### config.mk
export PLATFORM = sky130hd
export DESIGN_NAME = dbdmaChannel
export DESIGN_NICKNAME = d
export VERILOG_FILES = /design/src/rtl/dbdma_pkg.sv /design/src/rtl/dbdmaDatapath.sv /design/src/rtl/dbdmaCtrl.sv /design/src/rtl/dbdmaChannel.sv
export SDC_FILE = /design/constraint.sdc
export NUM_CORES = 1
export LEC_CHECK = 0
export BUFFER_PORTS_ARGS = -buffer_cell sky130_fd_sc_hd__buf_2
export CELL_PAD_IN_SITES_DETAIL_PLACEMENT = 1
export CELL_PAD_IN_SITES_GLOBAL_PLACEMENT = 1
export CORE_MARGIN = 2
export CORE_UTILIZATION = 39
export DETAILED_ROUTE_END_ITERATION = 7
export GPL_TIMING_DRIVEN = 1
export PLACE_DENSITY_LB_ADDON = 0.12
export SYNTH_ARGS = -nofsm -noshare
export SYNTH_HDL_FRONTEND = slang
export SYNTH_SLANG_ARGS = --single-unit
export TNS_END_PERCENT = 50
### constraint.sdc
create_clock -name clk -period 3.6 [get_ports clk]
set_clock_uncertainty 0.05 [all_clocks]
set_input_delay 0.36 -clock clk [delete_from_list [all_inputs] [get_ports clk]]
set_output_delay 0.36 -clock clk [all_outputs]
set_load 0.03 [all_outputs]
### src/rtl/dbdma_pkg.sv
package dbdma_pkg;
  localparam int MODE_W = 20;

  localparam logic [7:0] OFF_SET   = 8'h00;
  localparam logic [7:0] OFF_CLR   = 8'h04;
  localparam logic [7:0] OFF_FIFO  = 8'h08;
  localparam logic [7:0] OFF_BASE0 = 8'h0C;
  localparam logic [7:0] OFF_CNT0  = 8'h10;
  localparam logic [7:0] OFF_BASE1 = 8'h14;
  localparam logic [7:0] OFF_CNT1  = 8'h18;

  localparam int B_EN0   = 0;
  localparam int B_DONE0 = 1;
  localparam int B_EN1   = 2;
  localparam int B_DONE1 = 3;
  localparam int B_ACT   = 4;
  localparam int B_GO    = 5;
  localparam int B_HALT  = 6;
  localparam int B_IE    = 7;
  localparam int B_WLO   = 9;
  localparam int B_DIR   = 12;

  localparam logic [MODE_W-1:0] SW_MASK   = 20'hFFFAF;
  localparam logic [MODE_W-1:0] MODE_INIT = 20'h00040;

  typedef struct packed {
    logic       step;
    logic       stepBuf;
    logic [2:0] unitBytes;
    logic       wrFifo;
    logic [1:0] wrBase;
    logic [1:0] wrCnt;
  } dpStrobe_t;

  function automatic logic [1:0] widthShift(input logic [1:0] code);
    case (code)
      2'd1:    return 2'd1;
      2'd2:    return 2'd2;
      default: return 2'd0;
    endcase
  endfunction
endpackage

### src/rtl/dbdmaDatapath.sv
module dbdmaDatapath
  import dbdma_pkg::*;
#(
  parameter int ADDR_W = 32,
  parameter int CNT_W  = 16,
  parameter int UP_W   = 4,
  parameter int NBUF   = 2
) (
  input  logic                         clk,
  input  logic                         rstN,
  input  dpStrobe_t                    dpCmd,
  input  logic [31:0]                  regWdata,
  input  logic                         actBuf,
  input  logic [1:0]                   unitShift,
  output logic [NBUF-1:0]              cntZero,
  output logic [NBUF-1:0]              cntOne,
  output logic [NBUF-1:0][ADDR_W-1:0]  baseQ,
  output logic [NBUF-1:0][CNT_W+UP_W-1:0] cntRegQ,
  output logic [ADDR_W-1:0]            fifoQ,
  output logic [UP_W+ADDR_W-1:0]       memAddr,
  output logic [CNT_W+1:0]             remainBytes
);
  localparam int CR_W = CNT_W + UP_W;

  logic [NBUF-1:0][ADDR_W-1:0] baseR;
  logic [NBUF-1:0][CNT_W-1:0]  cntR;
  logic [NBUF-1:0][UP_W-1:0]   upR;

  always_ff @(posedge clk) begin
    if (!rstN)           fifoQ <= '0;
    else if (dpCmd.wrFifo) fifoQ <= regWdata[ADDR_W-1:0];
  end

  for (genvar b = 0; b < NBUF; b++) begin : g_buf
    logic stepHere;
    assign stepHere = dpCmd.step && (dpCmd.stepBuf == 1'(b));

    always_ff @(posedge clk) begin
      if (!rstN)                baseR[b] <= '0;
      else if (dpCmd.wrBase[b]) baseR[b] <= regWdata[ADDR_W-1:0];
      else if (stepHere)        baseR[b] <= baseR[b] + ADDR_W'(dpCmd.unitBytes);
    end

    always_ff @(posedge clk) begin
      if (!rstN) begin
        cntR[b] <= '0;
        upR[b]  <= '0;
      end else if (dpCmd.wrCnt[b]) begin
        cntR[b] <= regWdata[CNT_W-1:0];
        upR[b]  <= regWdata[CR_W-1:CNT_W];
      end else if (stepHere) begin
        cntR[b] <= cntR[b] - 1'b1;
      end
    end

    assign cntZero[b] = (cntR[b] == '0);
    assign cntOne[b]  = (cntR[b] == CNT_W'(1));
    assign baseQ[b]   = baseR[b];
    assign cntRegQ[b] = {upR[b], cntR[b]};


    cnt_hold_chk: assert property (@(posedge clk) disable iff (!rstN)
      (!stepHere && !dpCmd.wrCnt[b]) |=> $stable(cntR[b]));

    no_step_empty_chk: assert property (@(posedge clk) disable iff (!rstN)
      stepHere |-> (cntR[b] != '0));
  end

  assign memAddr     = {upR[actBuf], baseR[actBuf]};
  assign remainBytes = {2'b00, cntR[actBuf]} << unitShift;
endmodule

### src/rtl/dbdmaCtrl.sv
module dbdmaCtrl
  import dbdma_pkg::*;
(
  input  logic             clk,
  input  logic             rstN,
  input  logic             regWr,
  input  logic [7:0]       regAddr,
  input  logic [31:0]      regWdata,
  input  logic             perReq,
  input  logic [1:0]       cntZero,
  input  logic [1:0]       cntOne,
  output logic [31:0]      modeQ,
  output dpStrobe_t        dpCmd,
  output logic             perAck,
  output logic             memEn,
  output logic             memWe,
  output logic             actBuf,
  output logic [1:0]       unitShift,
  output logic             doneIrq
);
  logic [MODE_W-1:0] modeR, hwMode, modeNext, setMask, clrMask;
  logic goNow, actEn, actZero, actLast, xferEv, finishEv, haltNext;

  assign actBuf    = modeR[B_ACT];
  assign goNow     = modeR[B_GO];
  assign actEn     = actBuf ? modeR[B_EN1] : modeR[B_EN0];
  assign actZero   = cntZero[actBuf];
  assign actLast   = cntOne[actBuf];
  assign xferEv    = goNow && actEn && !actZero && perReq;
  assign finishEv  = (goNow && actEn && actZero) || (xferEv && actLast);
  assign unitShift = widthShift(modeR[B_WLO+1:B_WLO]);

  always_comb begin
    hwMode = modeR;
    if (finishEv) begin
      if (actBuf) begin
        hwMode[B_DONE1] = 1'b1;
        hwMode[B_EN1]   = 1'b0;
      end else begin
        hwMode[B_DONE0] = 1'b1;
        hwMode[B_EN0]   = 1'b0;
      end
      hwMode[B_ACT] = ~actBuf;
    end
    setMask  = (regWr && regAddr == OFF_SET) ? (regWdata[MODE_W-1:0] & SW_MASK) : '0;
    clrMask  = (regWr && regAddr == OFF_CLR) ? (regWdata[MODE_W-1:0] & SW_MASK) : '0;
    modeNext = (hwMode | setMask) & ~clrMask;
    if (modeNext[B_GO])  haltNext = 1'b0;
    else if (!goNow)     haltNext = 1'b1;
    else                 haltNext = modeR[B_HALT];
    modeNext[B_HALT] = haltNext;
  end

  always_ff @(posedge clk) begin
    if (!rstN) modeR <= MODE_INIT;
    else       modeR <= modeNext;
  end

  always_comb begin
    dpCmd           = '0;
    dpCmd.step      = xferEv;
    dpCmd.stepBuf   = actBuf;
    dpCmd.unitBytes = 3'(1) << unitShift;
    dpCmd.wrFifo    = regWr && regAddr == OFF_FIFO;
    dpCmd.wrBase[0] = regWr && regAddr == OFF_BASE0;
    dpCmd.wrBase[1] = regWr && regAddr == OFF_BASE1;
    dpCmd.wrCnt[0]  = regWr && regAddr == OFF_CNT0;
    dpCmd.wrCnt[1]  = regWr && regAddr == OFF_CNT1;
  end

  assign modeQ   = 32'(modeR);
  assign perAck  = xferEv;
  assign memEn   = xferEv;
  assign memWe   = xferEv && modeR[B_DIR];
  assign doneIrq = modeR[B_IE] && (modeR[B_DONE0] || modeR[B_DONE1]);


  idle_no_ack_chk: assert property (@(posedge clk) disable iff (!rstN)
    (modeR[B_ACT] ? !modeR[B_EN1] : !modeR[B_EN0]) |-> !perAck);

  ack_needs_req_chk: assert property (@(posedge clk) disable iff (!rstN)
    perAck |-> (perReq && modeR[B_GO]));

  halt_after_stop_chk: assert property (@(posedge clk) disable iff (!rstN)
    (!modeR[B_GO] && $past(!modeR[B_GO])) |-> modeR[B_HALT]);

  irq_quiet_chk: assert property (@(posedge clk) disable iff (!rstN)
    (!modeR[B_DONE0] && !modeR[B_DONE1]) |-> !doneIrq);
endmodule

### src/rtl/dbdmaChannel.sv
module dbdmaChannel
  import dbdma_pkg::*;
#(
  parameter int ADDR_W = 32,
  parameter int CNT_W  = 16,
  parameter int UP_W   = 4,
  parameter int DATA_W = 32
) (
  input  logic                   clk,
  input  logic                   rstN,
  input  logic                   regWr,
  input  logic [7:0]             regAddr,
  input  logic [31:0]            regWdata,
  output logic [31:0]            regRdata,
  input  logic                   perReq,
  output logic                   perAck,
  input  logic [DATA_W-1:0]      perRdata,
  output logic [DATA_W-1:0]      perWdata,
  output logic [ADDR_W-1:0]      perFifoAddr,
  output logic                   memEn,
  output logic                   memWe,
  output logic [UP_W+ADDR_W-1:0] memAddr,
  output logic [DATA_W-1:0]      memWdata,
  input  logic [DATA_W-1:0]      memRdata,
  output logic [CNT_W+1:0]       remainBytes,
  output logic                   doneIrq
);
  localparam int NBUF = 2;

  dpStrobe_t dpCmd;
  logic [31:0] modeQ;
  logic actBuf;
  logic [1:0] unitShift;
  logic [NBUF-1:0] cntZero, cntOne;
  logic [NBUF-1:0][ADDR_W-1:0] baseQ;
  logic [NBUF-1:0][CNT_W+UP_W-1:0] cntRegQ;

  dbdmaCtrl u_ctrl (
    .clk(clk), .rstN(rstN), .regWr(regWr), .regAddr(regAddr),
    .regWdata(regWdata), .perReq(perReq), .cntZero(cntZero), .cntOne(cntOne),
    .modeQ(modeQ), .dpCmd(dpCmd), .perAck(perAck), .memEn(memEn),
    .memWe(memWe), .actBuf(actBuf), .unitShift(unitShift), .doneIrq(doneIrq)
  );

  dbdmaDatapath #(.ADDR_W(ADDR_W), .CNT_W(CNT_W), .UP_W(UP_W), .NBUF(NBUF)) u_dp (
    .clk(clk), .rstN(rstN), .dpCmd(dpCmd), .regWdata(regWdata),
    .actBuf(actBuf), .unitShift(unitShift), .cntZero(cntZero), .cntOne(cntOne),
    .baseQ(baseQ), .cntRegQ(cntRegQ), .fifoQ(perFifoAddr), .memAddr(memAddr),
    .remainBytes(remainBytes)
  );

  assign perWdata = memRdata;
  assign memWdata = perRdata;

  always_comb begin
    case (regAddr)
      OFF_SET:   regRdata = modeQ;
      OFF_FIFO:  regRdata = 32'(perFifoAddr);
      OFF_BASE0: regRdata = 32'(baseQ[0]);
      OFF_CNT0:  regRdata = 32'(cntRegQ[0]);
      OFF_BASE1: regRdata = 32'(baseQ[1]);
      OFF_CNT1:  regRdata = 32'(cntRegQ[1]);
      default:   regRdata = '0;
    endcase
  end


  mode_top_zero_chk: assert property (@(posedge clk) disable iff (!rstN)
    (regAddr == OFF_SET) |-> (regRdata[31:20] == 12'h000));
endmodule

* After elaboration in Yosys (flattened, before gate mapping) *
Cells that the tools add are included.

storage, ports and cells
  input port bits = 108
  register bits after elaboration = 156
  latch bits = 0
  output and inout port bits = 186
  memories = 0
  word-level logic and storage cells = 85
  bits in read-only memories = 0
  memory bits (writable) = 0

operators by class
  shifts and indexed selects = 2
  $lt $le $gt $ge = 1
  equal/unequal tests = 11
  divide/modulo/power cells = 0
  bitwise operators = 4
  reductions and logical operators = 26
  $mul = 0
  add/subtract/negate cells = 4
  muxes and demuxes = 28

operator list
  kind                   count
  $mux 32                6
  $pmux 32 s6            1
  $mux 16                6
  $add 32x3->32          2
  $mux 20                2
  $eq 16x1->1 const B    2
  $logic_not 16->1       2
  $sub 16x1->16 const B  2
  $eq 8x5->1 const B     3
  $and 20x20->20         1
  $not 20->20            1
  $or 20x20->20          1
  $shl 16x2->18          1
  $eq 8x4->1 const B     2
  $logic_and 1x1->1      16
  $eq 8x3->1 const B     1
  $logic_not 8->1        1
  $mux 4                 2
  $reduce_bool 2->1      4
  $mux 1                 7
  $mux 5                 1
  $mux 2                 2
  $pmux 2 s2             1
  $shl 1x2->3 const A    1
  7 further kinds        8

* Depth between registers and ports, before layout *
Gate-level depths: netlist of the first run.

  depth in word-level cells = 12
  mapped depth = 10
  depth with buffers taken out = 9

* By module *
A second synthesis of the first run with hierarchy kept.

unflattened totals
  cells, all modules = 1274
  area total of the unflattened synthesis = 11038.1 µm²

by module, submodules not included
  module         cells each  seq. area each (µm²)  area an instance (µm²)  times used
  dbdmaDatapath  877         2722.6                7838.8                  1
  dbdmaChannel   263         0.0                   1965.6                  1
  dbdmaCtrl      134         400.4                 1233.7                  1

* Worst setup path after synthesis of the first run *
OpenSTA, ideal clock, no wires.

  kind = flip-flop to output port
  start point = reg u_dp.cntR (netlist bit u_dp.cntRegQ[0])
  end point = out memWe
  cell stages (with the launch flop) = 9
  arrival = 2887 ps
  buffers on the path = 2
  setup slack = 303 ps
  data required time = 3190 ps
  cells stage by stage = dfxtp_1 > clkbuf_1 > inv_1 > ha_1 > nor4b_1 > and4_1 > clkbuf_1 > nor4bb_1 > and2_1

between the ends
  word-level cells in the longest chain between the ends = 7

ends and longest elaborated chain
  what                                        RTL line             text
  start: declaration                          dbdmaDatapath.sv:26  logic [NBUF-1:0][CNT_W-1:0] cntR;
  start signal: indexed assignment            dbdmaDatapath.sv:49  cntR[b] <= regWdata[CNT_W-1:0];
  start signal: indexed assignment            dbdmaDatapath.sv:52  cntR[b] <= cntR[b] - 1'b1;
  $logic_not 16->1                            dbdmaDatapath.sv:56  assign cntZero[b] = (cntR[b] == '0);
  $mux 1 (not written as such) (2 in series)  dbdmaCtrl.sv:27      assign actZero = cntZero[actBuf];
  $logic_not 1->1                             dbdmaCtrl.sv:29      assign xferEv = goNow && actEn && !actZero && perReq;
  $logic_and 1x1->1 (2 in series)             dbdmaCtrl.sv:29
  named net memEn                             dbdmaChannel.sv:20   output logic memEn,
  $logic_and 1x1->1                           dbdmaCtrl.sv:74      assign memWe = xferEv && modeR[B_DIR];
  end: declaration                            dbdmaChannel.sv:21   output logic memWe,

The timed path passes the listed nets, and every way through them passes these cells. The select of a mux whose other input is x is not followed.

* Worst setup path after layout of the first run *
  start point = reg u_dp.cntR (netlist bit u_dp.cntRegQ[0])
  end point = out memWe

between the ends
  word-level cells in the longest chain between the ends = 7

ends and longest elaborated chain
  what                                        RTL line
  $logic_not 16->1                            dbdmaDatapath.sv:56
  $mux 1 (not written as such) (2 in series)  dbdmaCtrl.sv:27
  $logic_not 1->1                             dbdmaCtrl.sv:29
  $logic_and 1x1->1 (2 in series)             dbdmaCtrl.sv:29
  $logic_and 1x1->1                           dbdmaCtrl.sv:74

Every way passes these cells. The select of a mux whose other input is x is not followed.

==> impl_results.md, run 1 <==
- Status: finished, final reports clean
- Syn Nets: around 1,400
- Initial Utilization: 0.3933
- CTS tree: yes
- Die Y: between 150 and 200 um
- Clock Latency Late Sink: around 0.44 ns
- Minimum clock period: between 3 and 4 ns
- Unrepaired setup endpoints after global routing: no
- HPWL after detailed placement: ~32,000 um
- Post-Syn Area: about 10,000 um^2
- Clk root buf: clkbuf_16
- Vias in the first global route: around 10,000
- Total of max-cap violations: 0
- # rows: just under 60
- CTS clk-pin slew, worst paths: approximately 0.07 ns
- Final antenna diode count: 0
- Kind of end point of the critical path: output port
- Final period utilization: 0.9027
- Postcts setup bufs: 0
- Critical path class: register to output port
- Syn Inst Count: between 1,000 and 1,500
- Worst EP arrival: approximately 2.8 ns
- Initial antenna violation count: 1
- Achievable frequency: 307.7 MHz
- Post-Route WL: approximately 44,000 um
- Worst r2r dst: u_dp.baseQ[51]$_SDFFE_PN0P_
- Drt via density: between 6 and 7
- Hold bufs inserted after CTS: 0
- Synth Area in XOR/XNOR: 0.04655
- Post-synth top area cell: dfxtp_1
- Slowest CP cell: nor4bb_1
- Min-delay src: regWdata[27]
- Clock Path Buffers: 2
- Crit path largest cell delay: 0.62 ns
- Post-synthesis sequential area ratio: 0.3074
- Hold Vio Cnt, Final: 0
- Critical path peak fanout: 10
- Post-Synth Adder-Cell Area: 0.02364
- Worst Tran Pin Value: about 1 ns
- Worst setup SP type: register
- Post-cts resize count: 0
- Post-Synth Simple-Gate Area: 0.1809
- Number of flops mapped to enable cells by yosys: 0
- Largest family of logic cells by synthesized area: compound AO/OA/AOI/OAI gates
- Fin nets: approximately 1,400
- Worst path cell trace: inv_1 > ha_1 > nor4b_1 > and4_1 > nor4bb_1 > and2_1 > buf_2
- Ys async rst share: 0
- PnR worst setup slack: 0.3501 ns
- Finish-stage setup viols: 0
- Yosys cell types: 66
- Critical path buffers and inverters: 2
- Syn avg cell area: approximately 8.2 um^2
- RR Startpoint: u_dp.cntRegQ[20]$_SDFFE_PN0P_
- DRC viols: 0
- Layout overhead on the synthesized area: 11.98%
- Cells on worst reg2reg path: 8
- Commonest non-fill, non-tap cell in the layout: buf_2
- Fin Setup TNS: 0 ns
- Final Slew Violations: 0
- H-tree Lvls: 4
- WHS Path Cells: 3
- Synth top area cells: dfxtp_1 31%, o21ai_0 5.9%, mux2_2 5.4%, a21oi_1 5.4%, buf_4 4.8%
- PwrDens: around 340 nW/um^2
- Hold Path Class: input port to register
- Most frequent cells in the layout: 165 x buf_2, 155 x dfxtp_1, 120 x o21ai_0
- Ys flop type: dfxtp_1
- Peak supply drop: 0.0002504 V
- DRT antenna net count: 0
- Post-synthesis mux area share: 0.1031
- Critical path required time: 3.19 ns
- Lkg Pwr: between 4 and 5 nW
- Via count: 10,400
- Placer Congestion: 0.9213
- Yosys top cell area share: 0.3074
- Die X-Extent: around 170 um
- DR WL/cell: between 20 and 30 um
- GRT Total Usage: 0.3171
- Top Ports: roughly 290
- Die area: roughly 27,000 um^2
- Port Buf Inserts: ~170
- Share of cells above drive strength 1: 0.2457
- #FFs+latches synth: about 160
- First-pass GRT wire length: 64,080 um
- CP top delay family: simple AND/OR/NAND/NOR gates
- Placement Setup Slack: just over 0.7 ns
- Initial drt markers: roughly 1,000
- Drt pass-1 iters: 6
- CORE AREA: 25,840 um^2
- Clk sinks: between 150 and 200
- Total CTS buffers: 17
- R2r setup slk: 0.55 ns
- Synth Area in Compound Gates: 0.2412
- Hold Path Sink: u_dp.fifoQ[27]$_SDFFE_PN0P_
- Max-slew headroom: 0.3279
- Remaining global-route overflow: 0
- Yosys Warn Count: 0
- Largest net degree at the start of global routing: 100
stage by stage:
stage / cells / total power [mW] / utilization / cell area, um^2 / hold WS (ns)
2_1_floorplan: 1232 / 1.984 / - / 10160 / 0.3953
3_3_place_gp: 1597 / 1.959 / 0.4164 / 10760 / 0.4081
3_5_place_dp: 1597 / 1.961 / 0.4164 / 10760 / 0.4180
4_1_cts: 1629 / 3.888 / 0.4404 / 11380 / 0.1365
5_1_grt: 1629 / 3.973 / 0.4404 / 11380 / 0.1482
6_report: 1629 / 3.881 / 0.4404 / 11380 / 0.1491
logic make-up after synthesis:
kind of cell | count (synthesis)
adders and majority gates | 18
DFF | 156
buffers and inverters | 191
AOI/OAI and AO/OA | 400
and+or+nand+nor | 334
muxes | 79
xor gates and xnor gates | 54
worst register-to-register path: stages, from the launching register on:
cell and delay [ns]:
dfxtp_1 0.55, inv_1 0.12, ha_1 0.25, nor3b_1 0.18
and4b_1 0.40, a2111oi_0 0.91, buf_4 0.24, xnor2_1 0.11
a21oi_1 0.09
registers in the layout, summed over array words and instances, names as in the netlist:
register	count
u_dp.baseQ	64
u_dp.cntRegQ	40
u_dp.fifoQ	32
u_ctrl.modeR	20
power by group:
| group | internal, mW | switching [mW] | leakage, nW |
|---|---|---|---|
| combinational | 0.0468 | 0.142 | 2.73 |
| sequential | 1.73 | 0.00894 | 1.26 |
| clock | 1.10 | 0.854 | 0.305 |
| total | 2.88 | 1.01 | 4.29 |
how the worst max path moves through the flow:
stage,from,endpoint,slack [ns],depth (start not counted)
after global routing,u_dp.cntRegQ[0]$_SDFFE_PN0P_,memWe,0.28,7
after detailed placement,u_dp.cntRegQ[20]$_SDFFE_PN0P_,u_dp.baseQ[51]$_SDFFE_PN0P_,0.71,8
after global placement,u_dp.cntRegQ[20]$_SDFFE_PN0P_,u_dp.baseQ[51]$_SDFFE_PN0P_,0.71,8
final,u_dp.cntRegQ[0]$_SDFFE_PN0P_,memWe,0.35,7
after floorplan,u_dp.cntRegQ[0]$_SDFFE_PN0P_,memWe,0.30,8
after CTS,u_dp.cntRegQ[0]$_SDFFE_PN0P_,memWe,0.37,7
layer usage:
layer | up-vias | global-route usage | wire length (um) | part of all wire
met2 | 419 | 0.4813 | 19360 | 0.44
li1 | 4679 | - | - | -
met4 | 0 | 0.08268 | 866 | 0.020
met1 | 5235 | 0.4482 | 19390 | 0.44
met5 | - | 0 | 0 | 0
met3 | 63 | 0.07942 | 3966 | 0.091
synthesized netlist by cell type (10+ instances only):
master    instances
or4_1            15
xor2_1           30
nor4_1           12
mux2i_1          15
clkbuf_1         85
a21oi_1         110
dfxtp_1         156
nand2_1         107
and4_1           10
or3_1            22
nor2_1           26
o31ai_1          13
mux4_2           13
o21ai_0         120
nor3_1           13
inv_1            28
a222oi_1         12
nand4_1          29
mux2_2           49
ha_1             16
buf_4            65
a31oi_1          36
nand3_1          47
xnor2_1          24
a22oi_1          62
a211oi_1         21
layout make-up:
type	count	area [um^2]
Tap cell	335	419.2
Clock inverter	12	152.6
Clock buffer	20	466.7
Inverter	29	108.9
Sequential cell	156	3124
Fill cell	3132	14460
Timing Repair Buffer	192	1041
Multi-Input combinational cell	885	6066
(Power assumes the default switching activity.)
==> run 2, diff against run 1 <==
--- a/config.mk
+++ b/config.mk
@@ -5,11 +5,12 @@
 export SDC_FILE = /design/constraint.sdc
 export NUM_CORES = 1
 export LEC_CHECK = 0
+export ABC_AREA = 1
 export BUFFER_PORTS_ARGS = -buffer_cell sky130_fd_sc_hd__buf_2
 export CELL_PAD_IN_SITES_DETAIL_PLACEMENT = 1
 export CELL_PAD_IN_SITES_GLOBAL_PLACEMENT = 1
 export CORE_MARGIN = 2
-export CORE_UTILIZATION = 39
+export CORE_UTILIZATION = 37
 export DETAILED_ROUTE_END_ITERATION = 7
 export GPL_TIMING_DRIVEN = 1
 export PLACE_DENSITY_LB_ADDON = 0.12
==> impl_results.md, run 2 <==
- Number of fillers in the final layout: 4,341 (was 3,132)
- Remaining global-route overflow: 0 (unchanged)
- Clk root buf: clkbuf_16 (unchanged)
- Register Area: 3124 um^2 (unchanged)
- Ys async rst share: 0 (unchanged)
- CTS clk-pin slew, worst paths: 0.07 ns (about the same)
- DRT antenna net count: 0 (unchanged)
- Critical path class: register to output port (unchanged)
- Lkg Pwr: 5.400 nW (was 4.288 nW)
- Slowest CP cell: ha_1 (was nor4bb_1)
- Clock Latency Late Sink: 0.46 ns (was 0.44 ns)
- Yosys top cell area share: 0.2677 (was 0.3074)
- CORE AREA: 31,310 um^2 (was 25,840 um^2)
- Top post-synthesis cells by count: 616 x nand2_1, 231 x nor2_1, 173 x inv_1 (was 156 x dfxtp_1, 120 x o21ai_0, 110 x a21oi_1)
- Kind of end point of the critical path: output port (unchanged)
- Post-Route WL: 56,340 um (was 43,570 um)
- Initial drt markers: 1,285 (was 1,040)
- CTS tree: yes (unchanged)
- Number of flops mapped to enable cells by yosys: 0 (unchanged)
- Status: finished, final reports clean (unchanged)
- Peak supply drop: 0.0003614 V (was 0.0002504 V)
- Minimum clock period: 3.068 ns (was 3.250 ns)
- Synth top area cells: dfxtp_1 27%, nand2_1 20%, nor2_1 7.4%, o21ai_0 7.2%, a21oi_1 6.0% (was dfxtp_1 31%, o21ai_0 5.9%, mux2_2 5.4%, a21oi_1 5.4%, buf_4 4.8%)
- Yosys cell types: 40 (was 66)
- PwrDens: 309.6 nW/um^2 (was 341.1 nW/um^2)
- Drt via density: 5.666 (was 6.382)
- Post-synthesis sequential area ratio: 0.2677 (was 0.3074)
- Hold Path Class: input port to register (unchanged)
- Max reg flops: 64 (unchanged)
- Drt pass-1 iters: 7 (was 6)
- Final period utilization: 0.8521 (was 0.9027)
- Worst EP arrival: 2.66 ns (was 2.84 ns)
- Unrepaired setup endpoints after global routing: no (unchanged)
- Total CTS buffers: 17 (unchanged)
- Max-slew headroom: 0.4308 (was 0.3279)
- Most frequent cells in the layout: 616 x nand2_1, 229 x nor2_1, 172 x inv_1 (was 165 x buf_2, 155 x dfxtp_1, 120 x o21ai_0)
- DR WL/cell: 23.34 um (was 26.75 um)
- Multi-input gate area: 6974 um^2 (was 6066 um^2)
- Crit path largest cell delay: 0.59 ns (was 0.62 ns)
- Placer Congestion: 0.9852 (was 0.9213)
- DRC viols: 0 (unchanged)
- Share of cells above drive strength 1: 0.1307 (was 0.2457)
- Final antenna diode count: 0 (unchanged)
- Die Y: 181.6 um (was 165.4 um)
- Via count: 13,680 (was 10,400)
- Worst Tran Pin Value: 0.8518 ns (was 0.9976 ns)
- Worst path cell trace: inv_1 > ha_1 > inv_1 > o21ai_0 > nand2_1 > o21ai_0 > buf_2 (was inv_1 > ha_1 > nor4b_1 > and4_1 > nor4bb_1 > and2_1 > buf_2)
- Commonest non-fill, non-tap cell in the layout: nand2_1 (was buf_2)
- Yosys Warn Count: 0 (unchanged)
- Achievable frequency: 326.0 MHz (was 307.7 MHz)
- Top-count cell post-synth: nand2_1 (was dfxtp_1)
- HPWL after detailed placement: 43,480 um (was 31,730 um)
- Initial Utilization: 0.3726 (was 0.3933)
- First-pass GRT wire length: 83,520 um (was 64,080 um)
- Hold bufs inserted after CTS: 0 (unchanged)
- GRT Total Usage: 0.3393 (was 0.3171)
- Top Ports: 294 (unchanged)
- Syn Nets: 2,070 (was 1,358)
- Post-Syn Area: 11,670 um^2 (was 10,160 um^2)
- Critical path buffers and inverters: 3 (was 2)
- Critical path peak fanout: 14 (was 10)
- Finish-stage setup viols: 0 (unchanged)
- Port Buf Inserts: 165 (unchanged)
- Clock Path Buffers: 2 (unchanged)
- # rows: 65 (was 59)
- CP top delay family: buffers and inverters (was simple AND/OR/NAND/NOR gates)
- #FFs+latches synth: 156 (unchanged)
- Postcts setup bufs: 0 (unchanged)
- WHS: 0.08369 ns (was 0.1491 ns)
- Total of max-cap violations: 0 (unchanged)
- Ys flop type: dfxtp_1 (unchanged)
- Syn Inst Count: 1,944 (was 1,232)
- Post-synth top area cell: dfxtp_1 (unchanged)
- Worst setup SP type: register (unchanged)
- Hold Vio Cnt, Final: 0 (unchanged)
- Initial antenna violation count: 5 (was 1)
- Die area: 32,970 um^2 (was 27,360 um^2)
- Vias in the first global route: 13,160 (was 9,966)
- Critical path required time: 3.19 ns (about the same)
- Largest net degree at the start of global routing: 103 (was 100)
- Final Slew Violations: 0 (unchanged)
- Fin nets: 2,125 (was 1,407)
- H-tree Lvls: 4 (unchanged)
- Fin Setup TNS: 0 ns (unchanged)
- Post-cts resize count: 0 (unchanged)
- Layout overhead on the synthesized area: 11.09% (was 11.98%)
- Syn avg cell area: 6.001 um^2 (was 8.248 um^2)
- Die X-Extent: 181.6 um (was 165.4 um)
- Clk sinks: 156 (unchanged)
## run 2: cell count changes after synthesis, moves of 29 or more
cell	previous run	this run
a22oi_1	62	0
a21oi_1	110	139
o21ai_0	120	168
inv_1	28	173
clkbuf_1	85	50
nand2_1	107	616
nor2_1	26	231
mux2_2	49	0
nand3_1	47	82
## run 2: final cells by class
class | instances | share of cell area
multi-input combinational | 1454 | 0.5381
sequential | 156 | 0.2411
timing repair buffer | 186 | 0.07878
inverter | 184 | 0.05339
tap | 402 | 0.03881
clock buffer | 19 | 0.03340
clock inverter | 13 | 0.01641
## run 2: kinds of logic (layout without fill, tap and decap cells)
logic type | Yosys count | count (layout) | synth area share
and+or+nand+nor | 981 | 981 | 0.3413
AOI/OAI and AO/OA | 399 | 399 | 0.1907
buffers and inverters | 334 | 402 | 0.1358
DFF | 156 | 156 | 0.2677
xor gates and xnor gates | 38 | 38 | 0.02853
adders and majority gates | 18 | 18 | 0.02059
muxes | 18 | 18 | 0.01544
## run 2: path summary, 6_finish.rpt
path | from | end | slack, ns | depth (start not counted)
worst max-delay path | u_ctrl.modeR[10]$_SDFF_PN0_ | remainBytes[5] | 0.53 | 7
worst min-delay path | regWdata[8] | u_ctrl.modeR[8]$_SDFF_PN0_ | 0.08 | 2
worst max register to register | u_ctrl.modeR[9]$_SDFF_PN0_ | u_dp.baseQ[56]$_SDFFE_PN0P_ | 0.79 | 15
worst min register to register | u_ctrl.modeR[0]$_SDFF_PN0_ | u_ctrl.modeR[0]$_SDFF_PN0_ | 0.42 | 2
## run 2: per-layer routing
metal  global-route usage  part of all wire
met1               0.4835              0.45
met2               0.5241              0.44
met3              0.05335             0.081
met4               0.1063             0.027
met5                    0                 0
## run 2: power breakdown
group	total (mW)	leakage [nW]	internal, mW	switching, mW
Combinational	0.189	3.84	0.0385	0.151
Sequential	1.73	1.26	1.73	0.00343
Clock	2.09	0.305	1.24	0.855
## run 2: through the flow
stage / cells / setup slack, ns / cell area, um^2 / power (mW) / util
CTS: 2414 / 0.5788 / 12960 / 4.026 / 0.4139
global placement: 2382 / 0.7897 / 12310 / 1.951 / 0.3933
floorplan: 1944 / 1.228 / 11670 / 1.973 / -
global route: 2414 / 0.3297 / 12960 / 4.106 / 0.4139
detailed placement: 2382 / 0.7125 / 12310 / 1.952 / 0.3933
finish: 2414 / 0.5324 / 12960 / 4.012 / 0.4139
